==> config.mk <==
export PLATFORM = sky130hd
export DESIGN_NAME = tlb_sreg_frontend
export DESIGN_NICKNAME = d
export VERILOG_FILES = /design/src/rtl/tlb_sreg_pkg.sv /design/src/rtl/tlb_sreg_access.sv /design/src/rtl/tlb_word_ram.sv /design/src/rtl/tlb_sreg_frontend.sv
export SDC_FILE = /design/constraint.sdc
export NUM_CORES = 2
export LEC_CHECK = 0
export ABC_AREA = 1
export BUFFER_PORTS_ARGS = -buffer_cell sky130_fd_sc_hd__buf_2
export CORE_UTILIZATION = 45
export DETAILED_ROUTE_END_ITERATION = 10
export GPL_TIMING_DRIVEN = 1
export HOLD_SLACK_MARGIN = 0.05
export PLACE_DENSITY = 0.59
export SYNTH_ARGS = -nofsm -noshare
export SYNTH_HDL_FRONTEND = slang
export SYNTH_MEMORY_MAX_BITS = 65536
export SYNTH_SLANG_ARGS = --single-unit
==> constraint.sdc <==
create_clock -name clk -period 6 [get_ports clk]
set_input_delay 0.3 -clock clk [delete_from_list [all_inputs] [get_ports clk]]
set_output_delay 0.3 -clock clk [all_outputs]
set_load 0.005 [all_outputs]
==> src/rtl/tlb_sreg_pkg.sv <==
package tlb_sreg_pkg;
  typedef enum logic [2:0] {
    RA_PID    = 3'd0,
    RA_ZONE   = 3'd1,
    RA_INDEX  = 3'd2,
    RA_SEARCH = 3'd3,
    RA_ENT_LO = 3'd4,
    RA_ENT_HI = 3'd5,
    RA_RSV6   = 3'd6,
    RA_RSV7   = 3'd7
  } reg_addr_e;
endpackage

==> src/rtl/tlb_sreg_access.sv <==
module tlb_sreg_access
  import tlb_sreg_pkg::*;
(
  input  logic [1:0] cfg_mode,
  input  logic [1:0] cfg_access,
  input  logic [2:0] reg_addr,
  input  logic       reg_rd,
  input  logic       reg_wr,
  output logic       rd_go,
  output logic       wr_go,
  output logic       fault
);
  reg_addr_e ra;
  logic      enabled;
  logic      rd_needs_view;
  logic      wr_needs_priv;

  assign ra      = reg_addr_e'(reg_addr);
  assign enabled = (cfg_mode >= 2'd2) && (cfg_access != 2'd0);

  always_comb begin
    rd_needs_view = (ra == RA_PID) || (ra == RA_ZONE) ||
                    (ra == RA_ENT_LO) || (ra == RA_ENT_HI);
    wr_needs_priv = (ra == RA_PID) || (ra == RA_ZONE) || (ra == RA_SEARCH);
  end

  assign rd_go = reg_rd && enabled && (!rd_needs_view || cfg_access[0]);
  assign wr_go = reg_wr && enabled && (!wr_needs_priv || (cfg_access > 2'd1));
  assign fault = (reg_rd && !rd_go) || (reg_wr && !wr_go);
endmodule

==> src/rtl/tlb_word_ram.sv <==
module tlb_word_ram #(
  parameter int DEPTH = 64,
  parameter int WIDTH = 32,
  localparam int AW   = $clog2(DEPTH)
) (
  input  logic             clk,
  input  logic             we,
  input  logic             re,
  input  logic [AW-1:0]    addr,
  input  logic [WIDTH-1:0] wdata,
  output logic [WIDTH-1:0] rdata
);
  logic [WIDTH-1:0] mem [DEPTH];
  logic [WIDTH-1:0] rdata_q;

  always_ff @(posedge clk) begin
    if (we) mem[addr] <= wdata;
    if (re) rdata_q <= mem[addr];
  end

  assign rdata = rdata_q;
endmodule

==> src/rtl/tlb_sreg_frontend.sv <==
module tlb_sreg_frontend
  import tlb_sreg_pkg::*;
#(
  parameter int DATA_W   = 32,
  parameter int ENTRIES  = 64,
  parameter int TID_W    = 8,
  parameter int PAGE_LSB = 10,
  localparam int IDX_W   = $clog2(ENTRIES)
) (
  input  logic              clk,
  input  logic              rst,
  input  logic [1:0]        cfg_mode,
  input  logic [1:0]        cfg_access,
  input  logic              user_mode,
  input  logic [2:0]        reg_addr,
  input  logic              reg_wr,
  input  logic              reg_rd,
  input  logic [DATA_W-1:0] reg_wdata,
  output logic [DATA_W-1:0] rd_data,
  output logic              rd_valid,
  output logic              acc_err,
  output logic              flush_req,
  output logic              lu_req,
  output logic [DATA_W-1:0] lu_vpn,
  output logic              lu_user,
  input  logic              lu_hit,
  input  logic [IDX_W-1:0]  lu_idx
);
  localparam int MISS_BIT = DATA_W - 1;
  localparam logic [DATA_W-1:0] PAGE_MASK =
    {{(DATA_W-PAGE_LSB){1'b1}}, {PAGE_LSB{1'b0}}};

  logic      rd_go, wr_go, fault;
  reg_addr_e ra;
  logic      is_entry;

  tlb_sreg_access u_acc (
    .cfg_mode  (cfg_mode),
    .cfg_access(cfg_access),
    .reg_addr  (reg_addr),
    .reg_rd    (reg_rd),
    .reg_wr    (reg_wr),
    .rd_go     (rd_go),
    .wr_go     (wr_go),
    .fault     (fault)
  );

  assign ra       = reg_addr_e'(reg_addr);
  assign is_entry = (ra == RA_ENT_LO) || (ra == RA_ENT_HI);

  logic [DATA_W-1:0] pid_q, zone_q, index_q, snap_q;
  reg_addr_e         rd_sel_q;
  logic [IDX_W-1:0]  ent_sel;
  assign ent_sel = index_q[IDX_W-1:0];

  // Tag IDs: small side array, read combinationally so that a high-word
  // read can load the process-tag register on the strobe edge.
  logic [TID_W-1:0] tid_mem [ENTRIES];
  logic [TID_W-1:0] tid_rd;
  assign tid_rd = tid_mem[ent_sel];

  // Bank 0 holds the low (data) words, bank 1 the high (tag) words.
  logic [1:0]        bank_we;
  logic [DATA_W-1:0] bank_q [2];

  for (genvar b = 0; b < 2; b++) begin : g_bank
    assign bank_we[b] = wr_go && is_entry && (reg_addr[0] == b[0]);
    tlb_word_ram #(.DEPTH(ENTRIES), .WIDTH(DATA_W)) u_ram (
      .clk  (clk),
      .we   (bank_we[b]),
      .re   (rd_go && is_entry && (reg_addr[0] == b[0])),
      .addr (ent_sel),
      .wdata(reg_wdata),
      .rdata(bank_q[b])
    );
  end

  always_ff @(posedge clk) begin
    if (bank_we[1]) tid_mem[ent_sel] <= pid_q[TID_W-1:0];
  end

  // Lookup port
  assign lu_req  = wr_go && (ra == RA_SEARCH);
  assign lu_vpn  = reg_wdata & PAGE_MASK;
  assign lu_user = user_mode;

  always_ff @(posedge clk) begin
    if (rst) begin
      pid_q     <= '0;
      zone_q    <= '0;
      index_q   <= '0;
      snap_q    <= '0;
      rd_sel_q  <= RA_RSV6;
      rd_valid  <= 1'b0;
      acc_err   <= 1'b0;
      flush_req <= 1'b0;
    end else begin
      rd_valid  <= reg_rd;
      acc_err   <= fault;
      flush_req <= 1'b0;
      if (wr_go) begin
        unique case (ra)
          RA_PID: if (reg_wdata != pid_q) begin
            pid_q     <= reg_wdata;
            flush_req <= 1'b1;
          end
          RA_ZONE: if (reg_wdata != zone_q) begin
            zone_q    <= reg_wdata;
            flush_req <= 1'b1;
          end
          RA_INDEX: index_q <= reg_wdata;
          RA_SEARCH: begin
            if (lu_hit) index_q <= DATA_W'(lu_idx);
            else        index_q[MISS_BIT] <= 1'b1;
          end
          default: ;
        endcase
      end
      if (reg_rd) begin
        rd_sel_q <= rd_go ? ra : RA_RSV6;
        unique case (ra)
          RA_PID:   snap_q <= rd_go ? pid_q : '0;
          RA_ZONE:  snap_q <= rd_go ? zone_q : '0;
          RA_INDEX: snap_q <= rd_go ? index_q : '0;
          default:  snap_q <= '0;
        endcase
        if (rd_go && (ra == RA_ENT_HI)) pid_q <= DATA_W'(tid_rd);
      end
    end
  end

  always_comb begin
    unique case (rd_sel_q)
      RA_ENT_LO: rd_data = bank_q[0];
      RA_ENT_HI: rd_data = bank_q[1];
      default:   rd_data = snap_q;
    endcase
  end
endmodule

After elaboration in Yosys (flattened, before gate mapping)
Memories as Yosys holds them, arrays and structs flattened. A register that Yosys moved wholly into a read port is not among the register bits.
Index checks and enable logic that the tools add are counted.
{"block": "classes", "n_addsub": 0, "reduce_logical": 34, "div": 0, "magnitude_cmp": 2, "eq_ne": 10, "bitwise_logic": 2, "muxes": 23, "n_shift": 0, "mul": 0}
{"op": "32-bit 2-to-1 mux", "count": 8}
{"op": "32-bit case mux with 2 select lines", "count": 2}
{"op": "32-bit case mux with 3 select lines", "count": 1}
{"op": "32-bit inequality test", "count": 2}
{"op": "31-bit 2-to-1 mux", "count": 1}
{"op": "1-bit logical AND", "count": 15}
{"op": "3-bit == test, second input constant", "count": 4}
{"op": "6-bit 2-to-1 mux", "count": 2}
{"op": "1-bit logical OR", "count": 8}
{"op": "1-bit 2-to-1 mux", "count": 7}
{"op": "3-bit by 2-bit == test with 1-bit output, second input constant", "count": 2}
{"op": "3-bit AND reduction", "count": 2}
{"op": "1-bit logical NOT", "count": 4}
{"op": "2-bit nonzero test", "count": 2}
{"op": "3-bit by 1-bit == test with 1-bit output, second input constant", "count": 1}
{"op": "3-bit logical NOT", "count": 1}
{"op": "3-bit 2-to-1 mux", "count": 1}
{"op": "2-bit >= comparator, second input constant", "count": 1}
{"op": "2-bit by 1-bit > comparator with 1-bit output, second input constant", "count": 1}
{"op": "2-bit inequality test, second input constant", "count": 1}
{"op": "1-bit inverter", "count": 2}
{"op": "1-bit case mux with 2 select lines", "count": 1}
{"op": "2-bit AND reduction", "count": 1}
{"op": "2-bit OR reduction", "count": 1}
{"block": "totals", "out_inout_bits": 69, "elab_cells": 83, "ram_bits": 4608, "in_bits": 51, "regBits": 134, "n_memories": 3, "rom_bits": 0, "latchBits": 0}
{"name": "g_bank[0].u_ram.mem", "depth": 64, "width": 32, "rd": 1, "rd_ports_with_merged_regs": 1, "wr": 1, "line": "tlb_word_ram.sv:13", "text": "logic [WIDTH-1:0] mem [DEPTH];"}
{"name": "g_bank[1].u_ram.mem", "depth": 64, "width": 32, "rd": 1, "rd_ports_with_merged_regs": 1, "wr": 1, "line": "tlb_word_ram.sv:13"}
{"name": "tid_mem", "depth": 64, "width": 8, "rd": 1, "rd_ports_with_merged_regs": 1, "wr": 1, "line": "tlb_sreg_frontend.sv:58", "text": "logic [TID_W-1:0] tid_mem [ENTRIES];"}

Logic depth before layout (Yosys ltp)
{"block": "logic_depth", "depth_word": 10, "mapped_depth": 14, "mapped_depth_nobuf": 13}

By module
From an unflattened synthesis, not the netlist that was laid out.
{"block": "unflattened", "hier_cells": 19807, "hier_area_um2": 202098.8}
{"mod": "tlb_word_ram", "area_each_um2": 86823.3, "cells_per_inst": 8440, "n_inst": 2}
{"mod": "tlb_sreg_frontend", "area_each_um2": 28381.0, "cells_per_inst": 2911, "n_inst": 1}
{"mod": "tlb_sreg_access", "area_each_um2": 71.3, "cells_per_inst": 16, "n_inst": 1}

Worst setup path before layout
OpenSTA, ideal clock, no wires.
{"block": "synth_path", "path_type": "register to register", "startpoint": "register index_q[2]", "endpoint": "memory g_bank[1].u_ram.mem[10][0], enable pin", "setup_ps": 487, "path_buffers": 5, "stages_incl_launch_ff": 9, "setup_slack_ps": 1324, "period_less_slack_ps": 4676, "arrival_time_ps": 4189, "cell_sequence": "dfxtp_1 > buf_4 > nor3_2 > buf_2 > buf_2 > buf_4 > inv_2 > buf_2 > nor3_1"}
{"item": "start: declaration", "line": "tlb_sreg_frontend.sv:51", "text": "logic [DATA_W-1:0] pid_q, zone_q, index_q, snap_q;"}
{"item": "start signal: assignment", "line": "tlb_sreg_frontend.sv:111", "text": "RA_INDEX: index_q <= reg_wdata;"}
{"item": "start signal: assignment", "line": "tlb_sreg_frontend.sv:113", "text": "if (lu_hit) index_q <= DATA_W'(lu_idx);"}
{"item": "end: declaration", "line": "tlb_word_ram.sv:13"}
Straight into the memory's write port.

==> impl_metrics.tcl <==
set metrics [dict create \
    totalNegativeSetupSlack_ns 0 \
    crit_end "g_bank[0].u_ram.rdata[28]$_DFFE_PP_" \
    final_cell_mix "4672 x edfxtp_1, 4467 x nand2_1, 669 x nand4_1, 595 x nand3_1, 473 x clkbuf_16" \
    dr.pass1.iters 8 \
    totalWireLength_mm 579.0 \
    die_area_um2 406600 \
    min_period_over_period 0.7080 \
    antenna_found_initial 31 \
    yosysWarningCount 0 \
    muxShareOfSynthArea 0 \
    hold_viol 0 \
    synth_simple_gate_area_frac 0.1435 \
    start_util 0.4516 \
    cts_tree "built" \
    numCtsBuffers 473 \
    path_class "reg -> reg" \
    required_ns 6.79 \
    switching_share 0.2124 \
    maxSlewHeadroom 0.1127 \
    async_flop_share 0 \
    cp_max_fo 66 \
    fp.dieW_um 637.7 \
    syn_avg_cell_area_um2 13.66 \
    switching_power_w 0.01433 \
    core_um2 402600 \
    startpoint "index_q[2]$_SDFFE_PP0N_" \
    cts_resized 0 \
    viasPerCell 5.821 \
    pre_cts_ws_ns 1.773 \
    clock_sinks 4812 \
    holdWs_ns 0.1541 \
    insertion_delay_ns 1.04 \
    grt_max_degree 133 \
    std_cell_rows 233 \
    worst-r2r-setup-slack_ns 1.75 \
    fin_nets 13680 \
    clk_path_buf_depth 4 \
    synth_top_family_by_area "simple AND/OR/NAND/NOR gates" \
    worst_pin_slew_ns 1.317 \
    syn_inst 13310 \
    seq_power_share 0.546 \
    final_common_cell "edfxtp_1" \
    final_util 0.5117 \
    synthAdderAreaFrac 0 \
    place_congestion 0.9004 \
    peakVddDrop_v 0.0003046 \
    max_freq_mhz 235.4 \
    netlist_area_um2 181800 \
    regToRegStartpoint "index_q[2]$_SDFFE_PP0N_" \
    pwr-share-clk 0.426 \
    rsz0062_at_grt "false" \
    drtIter0Drc 15310 \
    synth_cell_types 42 \
    min_period_ns 4.248 \
    cts_max_level 5 \
    ant_nets 0 \
    wire_per_inst_um 29.77 \
    critPathLaunchType "register" \
    path_clk_slew_ns 0.06 \
    drc_errors 0 \
    grt-ovfl-total 0 \
    seq_area_frac_synth 0.7870 \
    root_buffer "clkbuf_16" \
    maxCapViolCount 0 \
    reg2reg_depth 12 \
    synth_ff_type "edfxtp_1" \
    synth_compound_area_frac 0.04463 \
    post_synth_xor_area_fraction 0.002071 \
    numPortBuffers 106 \
    synth-seq-cells 4812 \
    grt_pass1_wl_mm 803.4 \
    cp_data_arrival_time_ns 5.04 \
    grt_pass1_vias 104800 \
    floorplan.die.height_um 637.7 \
    setup_viol 0 \
    synth-edff-count 4672 \
    fin_ws_ns 1.752 \
    power_density_nw_per_um2 327.6 \
    hpwl_mm 321.5 \
    status "finished, final reports clean" \
    drive_gt1_frac 0.09455 \
    min_path_type "in -> reg" \
    area_growth_syn_to_layout_pct 13.31 \
    slew_viol_final 0 \
    power.internal_w 0.05316 \
    vias 113200 \
    p_leak_nw 68.39 \
    io_pins 120 \
    setup.worst_path.end_class "register" \
    r2r-end "g_bank[0].u_ram.rdata[28]$_DFFE_PP_" \
    clock_skew_ns 0.07259 \
    grt_use_total 0.2789 \
    combPwrFrac 0.028 \
]
==> metal layers <==
| metal | wire [um] | up-vias | GRT usage |
|---|---|---|---|
| met5 | 46 | - | 0 |
| met4 | 26650 | 6 | 0.1134 |
| met3 | 59570 | 948 | 0.05153 |
| met2 | 263700 | 6004 | 0.4364 |
| met1 | 229000 | 57220 | 0.3870 |
| li1 | - | 49040 | - |
==> cell type report <==
type,count,area (um^2)
Timing Repair Buffer,575,5067
Clock buffer,621,12470
Inverter,206,833.3
Antenna cell,22,55.05
Multi-Input combinational cell,7564,35380
Tap cell,5405,6763
Clock inverter,246,2338
Fill cell,33760,196600
Sequential cell,4812,143100
==> power by group through the flow <==
stage | registers, W | logic, W | clock network (W)
2_1_floorplan | 0.0376 | 0.000642 | 0
3_3_place_gp | 0.0376 | 0.00185 | 0
3_5_place_dp | 0.0376 | 0.00186 | 0
4_1_cts | 0.0368 | 0.00190 | 0.0289
5_1_grt | 0.0368 | 0.00200 | 0.0302
6_report | 0.0368 | 0.00192 | 0.0287
==> cells by family after synthesis <==
| kind of cell | count (synthesis) |
|---|---|
| DFF | 4812 |
| and+or+nand+nor | 6223 |
| AOI/OAI and AO/OA | 1288 |
| xor gates and xnor gates | 43 |
| other | 1 |
| buffers and inverters | 944 |
==> worst min path at each step <==
stage	to	cells past startpoint	slack [ns]	startpoint
floorplan	g_bank[0].u_ram.mem[0][0]$_DFFE_PP_	0	0.40	reg_wdata[0]
global placement	index_q[26]$_SDFFE_PP0N_	2	0.45	index_q[26]$_SDFFE_PP0N_
detailed placement	index_q[9]$_SDFFE_PP0N_	2	0.45	index_q[9]$_SDFFE_PP0N_
CTS	g_bank[1].u_ram.mem[39][13]$_DFFE_PP_	2	0.1	reg_wdata[13]
global route	g_bank[1].u_ram.mem[45][13]$_DFFE_PP_	2	0.15	reg_wdata[13]
finish	g_bank[1].u_ram.mem[33][13]$_DFFE_PP_	2	0.15	reg_wdata[13]
==> registers in the layout, indices dropped and copies added, names as in the netlist, named ones only <==
register / flops
g_bank.u_ram.mem: 4096
tid_mem: 512
zone_q: 32
flush_req: 1
rd_valid: 1
snap_q: 32
acc_err: 1
rd_sel_q: 3
index_q: 32
pid_q: 32
g_bank.u_ram.rdata: 64
==> worst max-delay path: stages, from the launching register on <==
cell and delay (ns):
dfxtp_1 0.87, inv_2 0.36, nand3_4 0.19, inv_8 0.20
buf_12 0.31, buf_4 0.26, buf_4 0.20, nand2_1 0.07
o2111ai_1 0.11, o21ai_0 1.03, nand2_1 0.11, nor2_1 0.15
nand2_1 0.06
==> cell usage after synthesis (10+ instances only) <==
cell type	n	area, um^2
a31oi_1	11	68.82
buf_2	340	1702
o211ai_1	20	150.1
o221ai_1	29	254.0
a22oi_1	456	3423
edfxtp_1	4672	140300
nand2_1	4469	16770
nand3_1	596	2983
inv_1	187	701.9
nand4_1	669	4185
dfxtp_1	140	2803
o21ai_0	440	2202
a22o_1	38	332.8
o21bai_1	24	180.2
o2111ai_1	31	271.5
inv_2	16	60.06
o22ai_1	10	62.56
o21ai_1	58	290.3
buf_1	55	206.5
nor3_1	138	690.7
a21oi_1	164	820.8
buf_4	44	330.3
clkbuf_1	297	1115
xnor2_1	41	359.1
nor2_1	324	1216
==> timing repair <==
item                                   in CTS  in global routing
hold buffers                               57                  0
buffers inserted                            0                  0
endpoints found under the hold margin    1218                  0
==> per-stage QoR <==
stage | power, W | cell area, um^2 | std cells
5_1_grt | 0.06901 | 206000 | 19430
3_5_place_dp | 0.03942 | 190600 | 18510
4_1_cts | 0.06768 | 206000 | 19430
3_3_place_gp | 0.03941 | 190600 | 18510
6_report | 0.06749 | 206000 | 19450
2_1_floorplan | 0.03820 | 181900 | 13320
Note: power is estimated with default switching activity, not from simulation.
